File: src/rtl/irq_prio_pkg.sv
package irq_prio_pkg;

    typedef enum logic [1:0] {
        S_IDLE = 2'd0,
        S_REQ  = 2'd1,
        S_GAP  = 2'd2
    } seq_state_e;

    // register addresses
    localparam int A_CTRL  = 0;
    localparam int A_MASK  = 1;
    localparam int A_PEND  = 2;
    localparam int A_CLR   = 3;
    localparam int A_PRIO0 = 4;

    // control bit positions
    localparam int CTL_NEST_BIT = 4;
    localparam int CTL_GIE_BIT  = 5;

endpackage

File: src/rtl/irq_pend_latch.sv
module irq_pend_latch #(
    parameter int N_SRC = 15
) (
    input  logic             clk,
    input  logic             rst_n,
    input  logic [N_SRC-1:0] src_req,
    input  logic [N_SRC-1:0] force_set,
    input  logic [N_SRC-1:0] force_clr,
    input  logic [N_SRC-1:0] ack_clr,
    output logic [N_SRC-1:0] pend_q
);
    logic [N_SRC-1:0] src_d;
    logic [N_SRC-1:0] rise;
    logic [N_SRC-1:0] pend_n;

    always_comb begin
        rise   = src_req & ~src_d;
        // new set events win over clears in the same cycle
        pend_n = (pend_q & ~force_clr & ~ack_clr) | rise | force_set;
    end

    always_ff @(posedge clk or negedge rst_n) begin
        if (!rst_n) begin
            src_d  <= '0;
            pend_q <= '0;
        end else begin
            src_d  <= src_req;
            pend_q <= pend_n;
        end
    end
endmodule

File: src/rtl/irq_best_pick.sv
module irq_best_pick #(
    parameter int N_SRC  = 15,
    parameter int PRIO_W = 4,
    parameter int ID_W   = 4
) (
    input  logic [N_SRC-1:0]        cand,
    input  logic [N_SRC*PRIO_W-1:0] prio_flat,
    output logic                    found,
    output logic [ID_W-1:0]         best_id,
    output logic [PRIO_W-1:0]       best_prio
);
    always_comb begin
        found     = 1'b0;
        best_id   = '0;
        best_prio = '0;
        // strict compare keeps the lowest ID on equal levels
        for (int k = 0; k < N_SRC; k++) begin
            if (cand[k] && (!found || (prio_flat[k*PRIO_W +: PRIO_W] < best_prio))) begin
                found     = 1'b1;
                best_id   = ID_W'(k);
                best_prio = prio_flat[k*PRIO_W +: PRIO_W];
            end
        end
    end
endmodule

File: src/rtl/irq_seq_fsm.sv
module irq_seq_fsm
    import irq_prio_pkg::*;
#(
    parameter int ID_W = 4
) (
    input  logic            clk,
    input  logic            rst_n,
    input  logic            qualify,
    input  logic [ID_W-1:0] best_id,
    input  logic            irq_ack,
    output logic            irq_out,
    output logic [ID_W-1:0] irq_id,
    output logic            ack_fire
);
    seq_state_e      state_q, state_n;
    logic [ID_W-1:0] id_q;

    always_comb begin
        state_n = state_q;
        unique case (state_q)
            S_IDLE: if (qualify) state_n = S_REQ;
            S_REQ: begin
                if (irq_ack)       state_n = S_GAP;
                else if (!qualify) state_n = S_IDLE;
                else               state_n = S_REQ;
            end
            S_GAP:  state_n = S_IDLE;
            default: state_n = S_IDLE;
        endcase
    end

    // state register
    always_ff @(posedge clk or negedge rst_n) begin
        if (!rst_n) begin
            state_q <= S_IDLE;
            id_q    <= '0;
        end else begin
            state_q <= state_n;
            if (state_n == S_REQ) id_q <= best_id;
        end
    end

    // outputs
    always_comb begin
        irq_out  = (state_q == S_REQ);
        irq_id   = id_q;
        ack_fire = (state_q == S_REQ) && irq_ack;
    end
endmodule

File: src/rtl/irq_prio_ctrl.sv
module irq_prio_ctrl
    import irq_prio_pkg::*;
#(
    parameter int N_SRC      = 15,
    parameter int PRIO_W     = 4,
    parameter int DATA_W     = 16,
    parameter int ADDR_W     = 3,
    parameter int SHARED_LVL = 11,
    localparam int ID_W      = $clog2(N_SRC)
) (
    input  logic              clk,
    input  logic              rst_n,
    input  logic [N_SRC-1:0]  src_req,
    input  logic              reg_wr,
    input  logic [ADDR_W-1:0] reg_addr,
    input  logic [DATA_W-1:0] reg_wdata,
    output logic [DATA_W-1:0] reg_rdata,
    input  logic              ena_int,
    input  logic              dis_int,
    output logic              irq_out,
    output logic [ID_W-1:0]   irq_id,
    input  logic              irq_ack,
    input  logic              irq_ret
);
    localparam int FPR = DATA_W / PRIO_W;
    localparam logic [ADDR_W-1:0] AD_CTRL = ADDR_W'(A_CTRL);
    localparam logic [ADDR_W-1:0] AD_MASK = ADDR_W'(A_MASK);
    localparam logic [ADDR_W-1:0] AD_PEND = ADDR_W'(A_PEND);
    localparam logic [ADDR_W-1:0] AD_CLR  = ADDR_W'(A_CLR);

    logic                    gie_q, nest_q;
    logic [N_SRC-1:0]        mask_q, pend_q, isr_q;
    logic [PRIO_W-1:0]       prio_q [N_SRC];
    logic [N_SRC*PRIO_W-1:0] prio_flat;

    logic [N_SRC-1:0] force_set, force_clr, ack_vec, ret_vec;
    logic             elig_found, isr_found, qualify, ack_fire;
    logic [ID_W-1:0]  elig_id, isr_id;
    logic [PRIO_W-1:0] elig_prio, isr_prio;
    logic              wr_ctrl, wr_mask;

    assign wr_ctrl   = reg_wr && (reg_addr == AD_CTRL);
    assign wr_mask   = reg_wr && (reg_addr == AD_MASK);
    assign force_set = (reg_wr && reg_addr == AD_PEND) ? reg_wdata[N_SRC-1:0] : '0;
    assign force_clr = (reg_wr && reg_addr == AD_CLR)  ? reg_wdata[N_SRC-1:0] : '0;

    // control and mask
    always_ff @(posedge clk or negedge rst_n) begin
        if (!rst_n) begin
            gie_q  <= 1'b0;
            nest_q <= 1'b0;
            mask_q <= '0;
        end else begin
            if (wr_ctrl) nest_q <= reg_wdata[CTL_NEST_BIT];
            if (dis_int)      gie_q <= 1'b0;
            else if (ena_int) gie_q <= 1'b1;
            else if (wr_ctrl) gie_q <= reg_wdata[CTL_GIE_BIT];
            if (wr_mask) mask_q <= reg_wdata[N_SRC-1:0];
        end
    end

    // per-source priority fields
    for (genvar k = 0; k < N_SRC; k++) begin : g_prio
        localparam logic [ADDR_W-1:0] AD_FLD = ADDR_W'(A_PRIO0 + k / FPR);
        localparam int                BASE   = (k % FPR) * PRIO_W;
        localparam logic [PRIO_W-1:0] RST_LV = PRIO_W'((k < SHARED_LVL) ? k : SHARED_LVL);
        always_ff @(posedge clk or negedge rst_n) begin
            if (!rst_n)                             prio_q[k] <= RST_LV;
            else if (reg_wr && reg_addr == AD_FLD)  prio_q[k] <= reg_wdata[BASE +: PRIO_W];
        end
        assign prio_flat[k*PRIO_W +: PRIO_W] = prio_q[k];
    end

    irq_pend_latch #(.N_SRC(N_SRC)) pend_i (
        .clk       (clk),
        .rst_n     (rst_n),
        .src_req   (src_req),
        .force_set (force_set),
        .force_clr (force_clr),
        .ack_clr   (ack_vec),
        .pend_q    (pend_q)
    );

    irq_best_pick #(.N_SRC(N_SRC), .PRIO_W(PRIO_W), .ID_W(ID_W)) pick_elig_i (
        .cand      (pend_q & mask_q),
        .prio_flat (prio_flat),
        .found     (elig_found),
        .best_id   (elig_id),
        .best_prio (elig_prio)
    );

    irq_best_pick #(.N_SRC(N_SRC), .PRIO_W(PRIO_W), .ID_W(ID_W)) pick_isr_i (
        .cand      (isr_q),
        .prio_flat (prio_flat),
        .found     (isr_found),
        .best_id   (isr_id),
        .best_prio (isr_prio)
    );

    assign qualify = gie_q && elig_found &&
                     (!isr_found || (nest_q && (elig_prio < isr_prio)));

    irq_seq_fsm #(.ID_W(ID_W)) seq_i (
        .clk      (clk),
        .rst_n    (rst_n),
        .qualify  (qualify),
        .best_id  (elig_id),
        .irq_ack  (irq_ack),
        .irq_out  (irq_out),
        .irq_id   (irq_id),
        .ack_fire (ack_fire)
    );

    assign ack_vec = ack_fire ? (N_SRC'(1) << irq_id) : '0;
    assign ret_vec = (irq_ret && isr_found) ? (N_SRC'(1) << isr_id) : '0;

    // in-service tracking
    always_ff @(posedge clk or negedge rst_n) begin
        if (!rst_n) isr_q <= '0;
        else        isr_q <= (isr_q & ~ret_vec) | ack_vec;
    end

    // read mux
    always_comb begin
        reg_rdata = '0;
        unique case (reg_addr)
            AD_CTRL: begin
                reg_rdata[CTL_NEST_BIT] = nest_q;
                reg_rdata[CTL_GIE_BIT]  = gie_q;
            end
            AD_MASK: reg_rdata[N_SRC-1:0] = mask_q;
            AD_PEND: reg_rdata[N_SRC-1:0] = pend_q;
            AD_CLR:  reg_rdata[N_SRC-1:0] = isr_q;
            default: begin
                for (int k = 0; k < N_SRC; k++) begin
                    if (reg_addr == ADDR_W'(A_PRIO0 + k / FPR))
                        reg_rdata[(k % FPR) * PRIO_W +: PRIO_W] = prio_q[k];
                end
            end
        endcase
    end
endmodule

File: config.mk
export PLATFORM = sky130hd
export DESIGN_NAME = irq_prio_ctrl
export DESIGN_NICKNAME = d
export VERILOG_FILES = /design/src/rtl/irq_prio_pkg.sv /design/src/rtl/irq_pend_latch.sv /design/src/rtl/irq_best_pick.sv /design/src/rtl/irq_seq_fsm.sv /design/src/rtl/irq_prio_ctrl.sv
export SDC_FILE = /design/constraint.sdc
export NUM_CORES = 1
export LEC_CHECK = 0
export BUFFER_PORTS_ARGS = -buffer_cell sky130_fd_sc_hd__buf_2
export CELL_PAD_IN_SITES_DETAIL_PLACEMENT = 0
export CELL_PAD_IN_SITES_GLOBAL_PLACEMENT = 1
export CORE_ASPECT_RATIO = 1.5
export CORE_MARGIN = 4
export CORE_UTILIZATION = 30
export CTS_CLUSTER_SIZE = 28
export DETAILED_ROUTE_END_ITERATION = 12
export GPL_TIMING_DRIVEN = 1
export PLACE_DENSITY_LB_ADDON = 0.1
export SYNTH_ARGS = -nofsm -noshare
export SYNTH_HDL_FRONTEND = slang
export SYNTH_SLANG_ARGS = --single-unit
File: constraint.sdc
create_clock -name clk -period 20.2 [get_ports clk]
set_input_delay 6.06 -clock clk [delete_from_list [all_inputs] [get_ports clk]]
set_output_delay 6.06 -clock clk [all_outputs]
set_load 0.005 [all_outputs]
==> results.txt, run 1 <==
----------------------------------------------------
[STA]
  Final setup vio count ... 5
  Final setup skew ... 12.5 ps
  Tmin final ... 20660 ps
  Upper clock frequency limit ... 48.4 MHz
  Setup TNS ... -2080 ps
  Final worst path period share ... 102%
  Worst Setup Slack, final ... -458 ps
  Remaining max-slew budget at the tightest pin ... 22.7%
  Max-slew violations ... 0
  Least-Margin Pin Slew ... 1150 ps
  Number of endpoints with negative hold slack in the final report ... 0
  Unrepaired setup endpoints after global routing ... true

[Yosys]
  Number of cells produced by synthesis ... approximately 1300
  Post-synth net total ... ~1400
  Cell types occupying the most area after synthesis ... sky130_fd_sc_hd__dfrtp_1 22%, sky130_fd_sc_hd__mux2_2 9.9%, sky130_fd_sc_hd__ha_1 8.1%
  Distinct cells, synth ... around 100
  Fraction of the yosys area taken by sequential cells ... 28.7%
  Seq cells post-synth ... approximately 130
  Warnings from Yosys ... 0
  Commonest register cell after synthesis ... sky130_fd_sc_hd__dfrtp_1
  Average cell area after synthesis ... 8.69 um2
  Cell type with the highest aggregate area in the netlist ... sky130_fd_sc_hd__dfrtp_1
  Post-synth design cell area ... around 0.011 mm2
  EDFF count, synth ... 0
  Area share of the largest cell type after synthesis ... roughly 22%
  Post-synth ARST share ... 100%

[Setup path]
  Setup CP Type ... reg2reg
  Worst r2r path cells ... 115
  CP endpoint kind ... flop
  Worst R2R End ... seq_i.irq_id[0]
  Largest stage delay, worst path ... 470 ps
  CP max FO ... 7
  Most Frequent Cell on Critical Path ... sky130_fd_sc_hd__ha_4
  Flop-to-flop setup slack ... -460 ps
  Highest-delay cell along the critical path ... sky130_fd_sc_hd__dfrtp_2
  Source of the worst register-to-register timing path ... mask_q[0]
  Critical path arrival ... 20970 ps
  Required time at the worst-slack endpoint ... 20510 ps
  Startpoint of the most critical setup path ... mask_q[0]
  Element type at the critical path start ... flop
  Capture point of the critical path ... seq_i.irq_id[0]

[Drt]
  DR iter-0 viols ... 704
  Routed len/inst ... 22.5 um
  Number of search-and-repair iterations in the first detailed-routing pass ... 5
  Detailed Route WL ... 48.6 mm
  Via count ... 11700
  Antenna violation net count after detailed routing ... 0
  Mean number of vias per cell ... 5.42
  DRC violations left ... 0

[Worst hold path]
  Type of the tightest min-delay check ... reg2reg

[Global routing]
  Congestion Overflow GR ... 0
  Vias in the first global route ... around 12000
  Total global-route track usage ... 23.0%
  Global-route wire length before repair ... 72.2 mm
  Maximum number of pins on one net before global-route repair ... 79
  Number of antenna violations at the first check in global routing ... 0

[Clock tree]
  Sink count of the clock tree ... 128
  TritonCTS clock tree ... built
  Clock-pin slew on the worst setup and hold paths ... 70 ps
  Count of hold-fix buffers inserted at cts ... 0
  CTS buffer count ... 17
  Clock latency on the worst-skew pair ... 420 ps
  Clock root cell ... sky130_fd_sc_hd__clkbuf_16
  Maximum level of the CTS H-tree ... 4
  CTS Buffer Depth ... 2

[Run]
  Total of max-cap violations ... 0

[Final layout]
  Area delta synth->final ... 41.8%
  N_diodes ... 0
  Final cell count without fillers ... 2165
  Area used by multi-input combinational logic ... 0.00844 mm2
  Final Util ... between 40% and 50%
  Final layout net count ... 1782
  Sequential cell area in the final layout ... 0.00324 mm2
  Number of inserted filler cells in the final layout ... 3756
  Cell area after layout ... 0.0160 mm2
  Layout cells sized above 1 ... between 40% and 50%

[Place]
  Placed cell areas ... roughly 0.014 mm2
  Placed instance count ... between 2000 and 2500
  Number of buffers added on ports ... between 60 and 70
  Global placement routability congestion ... roughly 0.86
  HPWL after detailed placement ... 38.7 mm

[Run status]
  Failing checks ... setup timing
  Result of the run ... finished, violations left

[Floorplan]
  Area of the core ... 0.0370 mm2
  Number of standard-cell rows in the floorplan ... 86
  DIE HEIGHT ... 246 um
  Horizontal die dimension ... approximately 170 um
  Total Die Area ... 0.0409 mm2
  Count of pins on the block boundary ... 62
  Initial core utilization ... 30.5%

----------------------------------------------------
-- cells in the mapped netlist, types with 6 or more instances --
| master | instances |
|---|---|
| sky130_fd_sc_hd__and2_1 | 10 |
| sky130_fd_sc_hd__o211ai_1 | 10 |
| sky130_fd_sc_hd__nor3_1 | 18 |
| sky130_fd_sc_hd__mux2i_1 | 34 |
| sky130_fd_sc_hd__o21a_1 | 28 |
| sky130_fd_sc_hd__dfstp_2 | 29 |
| sky130_fd_sc_hd__a31oi_1 | 13 |
| sky130_fd_sc_hd__nand4_1 | 8 |
| sky130_fd_sc_hd__mux2_2 | 99 |
| sky130_fd_sc_hd__nand2b_1 | 12 |
| sky130_fd_sc_hd__a21oi_1 | 78 |
| sky130_fd_sc_hd__o21ai_0 | 83 |
| sky130_fd_sc_hd__o21ai_1 | 8 |
| sky130_fd_sc_hd__o22ai_1 | 8 |
| sky130_fd_sc_hd__nor2b_1 | 30 |
| sky130_fd_sc_hd__nand3_1 | 45 |
| sky130_fd_sc_hd__dfrtp_1 | 99 |
| sky130_fd_sc_hd__a22oi_1 | 12 |
| sky130_fd_sc_hd__or3_1 | 9 |
| sky130_fd_sc_hd__buf_1 | 6 |
| sky130_fd_sc_hd__mux4_2 | 14 |
| sky130_fd_sc_hd__a21o_1 | 25 |
| sky130_fd_sc_hd__and3_1 | 11 |
| sky130_fd_sc_hd__o31ai_1 | 9 |
| sky130_fd_sc_hd__nor2_1 | 86 |
| sky130_fd_sc_hd__ha_1 | 73 |
| sky130_fd_sc_hd__inv_1 | 74 |
| sky130_fd_sc_hd__clkbuf_1 | 30 |
| sky130_fd_sc_hd__a211oi_1 | 14 |
| sky130_fd_sc_hd__nand2_1 | 182 |
| sky130_fd_sc_hd__a211o_1 | 8 |
-- cells in the final DEF (no fill, tap or decap), drive strengths merged, types with 12 or more instances in the layout --
master	instances
nand2	185
dfstp	29
and3	12
clkbuf	17
inv	81
nor3	18
a21oi	80
o21a	28
nand2b	12
nand3	46
o211ai	12
o21ai	94
ha	73
a22oi	12
nor2	86
dfrtp	99
mux2	103
mux2i	35
mux4	14
a31oi	14
nor2b	30
a21o	25
buf	392
a211oi	15
-- area by class of cell --
cell class | count | share of cell area, %
multi-input cells | 1055 | 52.7
flip-flops and latches | 128 | 20.3
repair buffers | 392 | 17.7
well taps | 484 | 3.78
clock buffers | 17 | 2.66
inverters | 74 | 1.74
clock inverters | 15 | 1.10
-- critical path: cells and delay by family, from the launching register on --
family / cells / cell delay [ps]
fa+ha+maj: 15 / 3810
mux: 8 / 2200
buf+inv: 12 / 1240
flops: 1 / 470
compound gates: 52 / 9820
simple gates: 28 / 3010
-- logic make-up after synthesis --
family | share of synthesized area [%]
AOI/OAI and AO/OA | 24.1
xor gates and xnor gates | 0.377
adders and majority gates | 8.37
buffers and inverters | 4.00
DFF | 28.7
muxes | 16.2
and+or+nand+nor | 18.2
-- state kept, by name, summed over array words and instances (netlist names) --
| signal | flops |
|---|---|
| pend_i.src_d | 15 |
| mask_q | 15 |
| seq_i.irq_id | 4 |
| seq_i.state_q | 2 |
| prio_flat | 60 |
| gie_q | 1 |
| pend_i.pend_q | 15 |
| nest_q | 1 |
| isr_q | 15 |
-- repair_timing --
item	CTS	global route
pin swaps	50	36
setup buffers	63	36
setup endpoints to repair	16	20
gates resized for setup	39	92
-- worst min-delay path by stage --
stage / end / slack [ps] / start / cells after the start
final: mask_q[6] / 540 / mask_q[6] / 1
after global routing: mask_q[11] / 560 / mask_q[11] / 1
after CTS: mask_q[6] / 530 / mask_q[6] / 1
after detailed placement: mask_q[6] / 520 / mask_q[6] / 1
after global placement: mask_q[6] / 510 / mask_q[6] / 1
after floorplan: pend_i.pend_q[11] / 490 / pend_i.pend_q[11] / 2
-- layer usage --
| layer | vias to the layer above | global-route usage, % | routed length (um) |
|---|---|---|---|
| li1 | 5558 | - | - |
| met1 | 5897 | 26.6 | 19400 |
| met2 | 207 | 44.9 | 26600 |
| met3 | 64 | 1.93 | 1070 |
| met4 | 0 | 6.79 | 1570 |
| met5 | - | 0 | 0 |
-- metrics by stage --
| step | hold WS [ps] | setup slack (ps) |
|---|---|---|
| after floorplan | 488 | -657 |
| after global placement | 510 | -746 |
| after detailed placement | 520 | -1160 |
| after CTS | 534 | -509 |
| after global routing | 555 | -1700 |
| final | 535 | -458 |
Power of run 1 is left out: the tool's default activity adds up to more than one toggle a clock period on the data nets, which glitch-free logic cannot reach.
==> inputs of run 2 (changes only) <==
- BUFFER_PORTS_ARGS: -buffer_cell sky130_fd_sc_hd__buf_2 -> -buffer_cell sky130_fd_sc_hd__buf_4
==> run 2 against run 1 <==
Effect of this change:
- the flow still finishes with violations (setup timing)
- setup slack lost 25 ps
- non-clock buffer count down 45
- critical endpoint unchanged
- via count shrank 2.6%
- clock skew decreased by 0.59 ps
- flip-flop and latch count stayed put
- final area shrank 1.1%
- final cell count shrank 2.1%
- routed wire length is 0.93% lower
==> results.txt, run 2 (same netlist as run 1, synthesis figures left out) <==
----------------------------------------------------
[Global routing]
  Maximum number of pins on one net before global-route repair ... 77
  Vias in the first global route ... 11400
  Global-route wire length before repair ... ~71 mm
  Met2 Track Usage GR ... 43.7%
  Congestion Overflow GR ... 0
  Grt met1 use ... 25.7%
  Met3 GRT Util ... under 10%
  Most used routing layer in global routing ... met2
  Number of antenna violations at the first check in global routing ... 1
  Total global-route track usage ... between 20% and 30%

[Drt]
  DR iter-0 viols ... 551
  DRC violations left ... 0
  Mean number of vias per cell ... 5.39
  Routed len/inst ... 22.7 um
  Antenna violation net count after detailed routing ... 0
  Detailed Route WL ... between 40 and 50 mm
  Via count ... 11400
  Number of search-and-repair iterations in the first detailed-routing pass ... 5

[STA]
  Worst Setup Slack, final ... -483 ps
  Remaining max-slew budget at the tightest pin ... 23.1%
  Final setup vio count ... 5
  Upper clock frequency limit ... slightly below 50 MHz
  Least-Margin Pin Slew ... 1150 ps
  Final setup skew ... 11.9 ps
  Max-slew violations ... 0
  Final worst path period share ... 102%
  Unrepaired setup endpoints after global routing ... true
  Number of endpoints with negative hold slack in the final report ... 0
  Tmin final ... 20680 ps

[Final layout]
  Most common cell after layout, fill and taps aside ... sky130_fd_sc_hd__buf_4
  Area delta synth->final ... 40.2%
  Most used cells in the layout excluding fill and tap cells ... 339 x sky130_fd_sc_hd__buf_4, 173 x sky130_fd_sc_hd__nand2_1, 97 x sky130_fd_sc_hd__dfrtp_1, 95 x sky130_fd_sc_hd__mux2_2, 78 x sky130_fd_sc_hd__nor2_1
  Sequential cell area in the final layout ... 0.00324 mm2
  Cell area after layout ... 0.0158 mm2
  Final layout net count ... roughly 1700
  Final Util ... 42.7%
  Number of inserted filler cells in the final layout ... 3830
  N_diodes ... 0
  Final cell count without fillers ... 2120
  Flip-flop count of the largest register after layout ... 60
  Layout cells sized above 1 ... 43.0%
  Area used by multi-input combinational logic ... 0.00849 mm2

[Clock tree]
  Clock root cell ... sky130_fd_sc_hd__clkbuf_16
  CTS Buffer Depth ... 2
  Clock-pin slew on the worst setup and hold paths ... 70 ps
  Clock latency on the worst-skew pair ... 430 ps
  CTS buffer count ... 17
  TritonCTS clock tree ... built
  Maximum level of the CTS H-tree ... 4
  Count of hold-fix buffers inserted at cts ... 0
  Sink count of the clock tree ... 128

[Setup path]
  CP max FO ... 7
  Count of buffer and inverter cells on the critical path ... 12
  Source of the worst register-to-register timing path ... pend_i.pend_q[0]
  Highest-delay cell along the critical path ... sky130_fd_sc_hd__dfrtp_2
  Critical path arrival ... 21000 ps
  Required time at the worst-slack endpoint ... 20520 ps
  Delay-heaviest family, CP ... compound AO/OA/AOI/OAI gates
  Element type at the critical path start ... flop
  Setup CP Type ... reg2reg
  Most Frequent Cell on Critical Path ... sky130_fd_sc_hd__ha_4
  Startpoint of the most critical setup path ... pend_i.pend_q[0]
  Largest stage delay, worst path ... 460 ps
  CP endpoint kind ... flop

[Worst hold path]
  Hold Startpoint ... mask_q[6]
  Type of the tightest min-delay check ... reg2reg

[Place]
  Number of buffers added on ports ... 61
  Placed instance count ... a little over 2000
  HPWL after detailed placement ... 38.7 mm
  Global placement routability congestion ... 0.868
  Placed cell areas ... around 0.014 mm2

[Floorplan]
  Horizontal die dimension ... 166 um
  DIE HEIGHT ... 246 um
  Total Die Area ... slightly above 0.04 mm2
  Area of the core ... 0.0370 mm2
  Number of standard-cell rows in the floorplan ... 86
  Initial core utilization ... 30.5%
  Count of pins on the block boundary ... 62

[Run status]
  Failing checks ... setup timing
  Result of the run ... finished, violations left

[Run]
  Total of max-cap violations ... 0

----------------------------------------------------
## run 2: path summary, 6_finish.rpt
| check | cells past startpoint | slack (ps) | to |
|---|---|---|---|
| worst max-delay path | 117 | -480 | seq_i.irq_id[0] |
| worst min-delay path | 1 | 540 | mask_q[6] |
| worst max register to register | 117 | -480 | seq_i.irq_id[0] |
| worst min register to register | 1 | 540 | mask_q[6] |
| max in group asynchronous | 2 | 13230 | pend_i.pend_q[6] |
| min in group asynchronous | 1 | 5570 | pend_i.src_d[12] |
## run 2: stage by stage
step,setup TNS (ps),worst slack (ps),hold slack [ps]
global placement,-3280,-695,517
finish,-2210,-483,541
global route,-13400,-1570,559
floorplan,-2830,-657,488
CTS,-2160,-473,539
detailed placement,-4830,-1010,526
## run 2: layer usage
layer,part of all wire (%),vias up
met3,2.6,81
li1,-,5471
met4,4.6,2
met5,0.023,-
met2,54,210
met1,39,5661
## run 2: area by class of cell
| class | instances | area share, % |
|---|---|---|
| Clock buffer | 17 | 2.69 |
| Timing Repair Buffer | 347 | 16.7 |
| Clock inverter | 15 | 0.941 |
| Multi-Input combinational cell | 1055 | 53.6 |
| Sequential cell | 128 | 20.5 |
| Tap cell | 484 | 3.83 |
| Inverter | 74 | 1.76 |
## run 2: what timing repair did
item / CTS / global route
cloned: 0 / 0
gates resized for setup: 36 / 101
buffers inserted: 36 / 22
endpoints found under the setup margin: 12 / 20
hold endpoints to repair: 0 / 0
pin swaps: 53 / 30
Power of run 2 is left out for the same reason.
==> inputs of run 3 (changes only) <==
- RECOVER_POWER: default -> 50
==> run 3 against run 2 <==
Effect of this change:
- worst hold slack barely moved
- the run ends with capacitance limit, slew limit, setup timing left
- critical endpoint unchanged
- via count rose by 0.28%
- sequential share of layout area rose by 0.050 points
- routed wire length is essentially flat
==> results.txt, run 3 (same netlist as run 1, synthesis figures left out) <==
----------------------------------------------------
[Floorplan]
  Initial core utilization ... 30.5%
  Number of standard-cell rows in the floorplan ... 86
  DIE HEIGHT ... roughly 250 um
  Count of pins on the block boundary ... 62
  Total Die Area ... 0.0409 mm2
  Horizontal die dimension ... 166 um
  Area of the core ... 0.0370 mm2

[STA]
  Max-slew violations ... 170
  Tmin final ... ~21000 ps
  Final setup skew ... around 12 ps
  Least-Margin Pin Slew ... about 4000 ps
  Upper clock frequency limit ... 48.4 MHz
  Worst Setup Slack, final ... -479 ps
  Unrepaired setup endpoints after global routing ... true
  Number of endpoints with negative hold slack in the final report ... 0
  Final worst path period share ... 102%
  Final setup vio count ... 5
  Remaining max-slew budget at the tightest pin ... -168%

[Final layout]
  Layout cells sized above 1 ... a little over two fifths
  Area used by multi-input combinational logic ... about 0.0085 mm2
  N_diodes ... 0
  Sequential cell area in the final layout ... 0.00324 mm2
  Flip-flop count of the largest register after layout ... 60
  Area delta synth->final ... 39.8%
  Number of inserted filler cells in the final layout ... roughly 3800
  Most common cell after layout, fill and taps aside ... sky130_fd_sc_hd__buf_4
  Cell area after layout ... 0.0158 mm2
  Final layout net count ... around 1700
  Final Util ... 42.6%
  Most used cells in the layout excluding fill and tap cells ... 317 x sky130_fd_sc_hd__buf_4, 173 x sky130_fd_sc_hd__nand2_1, 97 x sky130_fd_sc_hd__dfrtp_1, 95 x sky130_fd_sc_hd__mux2_2, 78 x sky130_fd_sc_hd__nor2_1

[Setup path]
  CP max FO ... 7
  Worst r2r path cells ... 117
  Largest stage delay, worst path ... 470 ps
  Required time at the worst-slack endpoint ... about 21000 ps
  Flop-to-flop setup slack ... -480 ps
  Worst R2R End ... seq_i.irq_id[0]
  Setup CP Type ... reg2reg
  Source of the worst register-to-register timing path ... pend_i.pend_q[0]
  Most Frequent Cell on Critical Path ... sky130_fd_sc_hd__ha_4
  CP endpoint kind ... flop
  Critical path arrival ... between 20000 and 25000 ps
  Element type at the critical path start ... flop
  Highest-delay cell along the critical path ... sky130_fd_sc_hd__dfrtp_2

[Clock tree]
  Clock latency on the worst-skew pair ... 430 ps
  Count of hold-fix buffers inserted at cts ... 0
  CTS buffer count ... 17
  Clock root cell ... sky130_fd_sc_hd__clkbuf_16
  TritonCTS clock tree ... built
  Clock-pin slew on the worst setup and hold paths ... about 70 ps
  CTS Buffer Depth ... 2
  Maximum level of the CTS H-tree ... 4
  Sink count of the clock tree ... 128

[Drt]
  Number of search-and-repair iterations in the first detailed-routing pass ... 5
  DRC violations left ... 0
  Detailed Route WL ... 48.2 mm
  Via count ... ~11000
  Antenna violation net count after detailed routing ... 0
  Mean number of vias per cell ... 5.40
  DR iter-0 viols ... 554
  Routed len/inst ... 22.7 um

[Global routing]
  Congestion Overflow GR ... 0
  Vias in the first global route ... 11400
  Total global-route track usage ... 22.8%
  Global-route wire length before repair ... 71.0 mm
  Number of antenna violations at the first check in global routing ... 1
  Maximum number of pins on one net before global-route repair ... 77

[Worst hold path]
  Hold Startpoint ... mask_q[6]
  Type of the tightest min-delay check ... reg2reg
  End of the worst hold path ... mask_q[6]
  WHS Path Cells ... 1

[Run status]
  Failing checks ... capacitance limit, slew limit, setup timing
  Result of the run ... finished, violations left

[Run]
  Total of max-cap violations ... 3

[Place]
  Number of buffers added on ports ... 61
  HPWL after detailed placement ... 38.7 mm
  Placed cell areas ... 0.0143 mm2
  Global placement routability congestion ... 0.868

----------------------------------------------------
[run 3: cell types whose count changed in the layout (fill, tap and decap cells not counted), sizes merged]
cell	before	now
clkbuf	17	40
buf	347	324
[run 3: metrics by stage]
stage	setup WS [ps]	instances	TNS, ps	hold WS [ps]
finish	-479	2120	-2190	541
global route	-1570	2120	-13400	559
CTS	-473	2099	-2160	539
detailed placement	-1010	2032	-4830	526
global placement	-695	2032	-3280	517
floorplan	-657	1299	-2830	488
[run 3: metal layers]
| layer | GRT usage, % | vias to the layer above | routed length (um) |
|---|---|---|---|
| met4 | 9.29 | 2 | 2200 |
| li1 | - | 5470 | - |
| met1 | 25.7 | 5691 | 18700 |
| met3 | 2.22 | 80 | 1390 |
| met5 | 0 | - | 20 |
| met2 | 43.7 | 214 | 25900 |
[run 3: what timing repair did]
action,in CTS,in global routing
setup buffers,36,22
setup endpoints to repair,12,20
hold endpoints to repair,0,0
pin swaps,53,30
cloned,0,0
resized for setup,36,101
[run 3: how the worst max path moves through the flow]
stage / from / end / slack, ps / cells after the start
floorplan: pend_i.pend_q[0] / seq_i.irq_id[0] / -660 / 120
global route: pend_i.pend_q[0] / seq_i.irq_id[0] / -1570 / 118
global placement: pend_i.pend_q[0] / seq_i.irq_id[0] / -700 / 112
CTS: pend_i.pend_q[0] / seq_i.irq_id[0] / -470 / 114
detailed placement: pend_i.pend_q[0] / seq_i.irq_id[3] / -1010 / 114
finish: pend_i.pend_q[0] / seq_i.irq_id[0] / -480 / 117
[run 3: layout make-up]
type	count	share of cell area [%]
Multi-Input combinational cell	1055	53.7
Sequential cell	128	20.5
Timing Repair Buffer	347	16.5
Tap cell	484	3.84
Clock buffer	17	2.69
Inverter	74	1.76
Clock inverter	15	0.943
[run 3: critical path, delay by kind of cell (launching register included)]
kind | cells | cell delay, ps
and+or+nand+nor | 28 | 3190
muxes | 8 | 2170
adders and majority gates | 15 | 3630
buffers and inverters | 12 | 1190
DFF | 1 | 470
AOI/OAI and AO/OA | 54 | 9860
Power of run 3 is left out for the same reason.
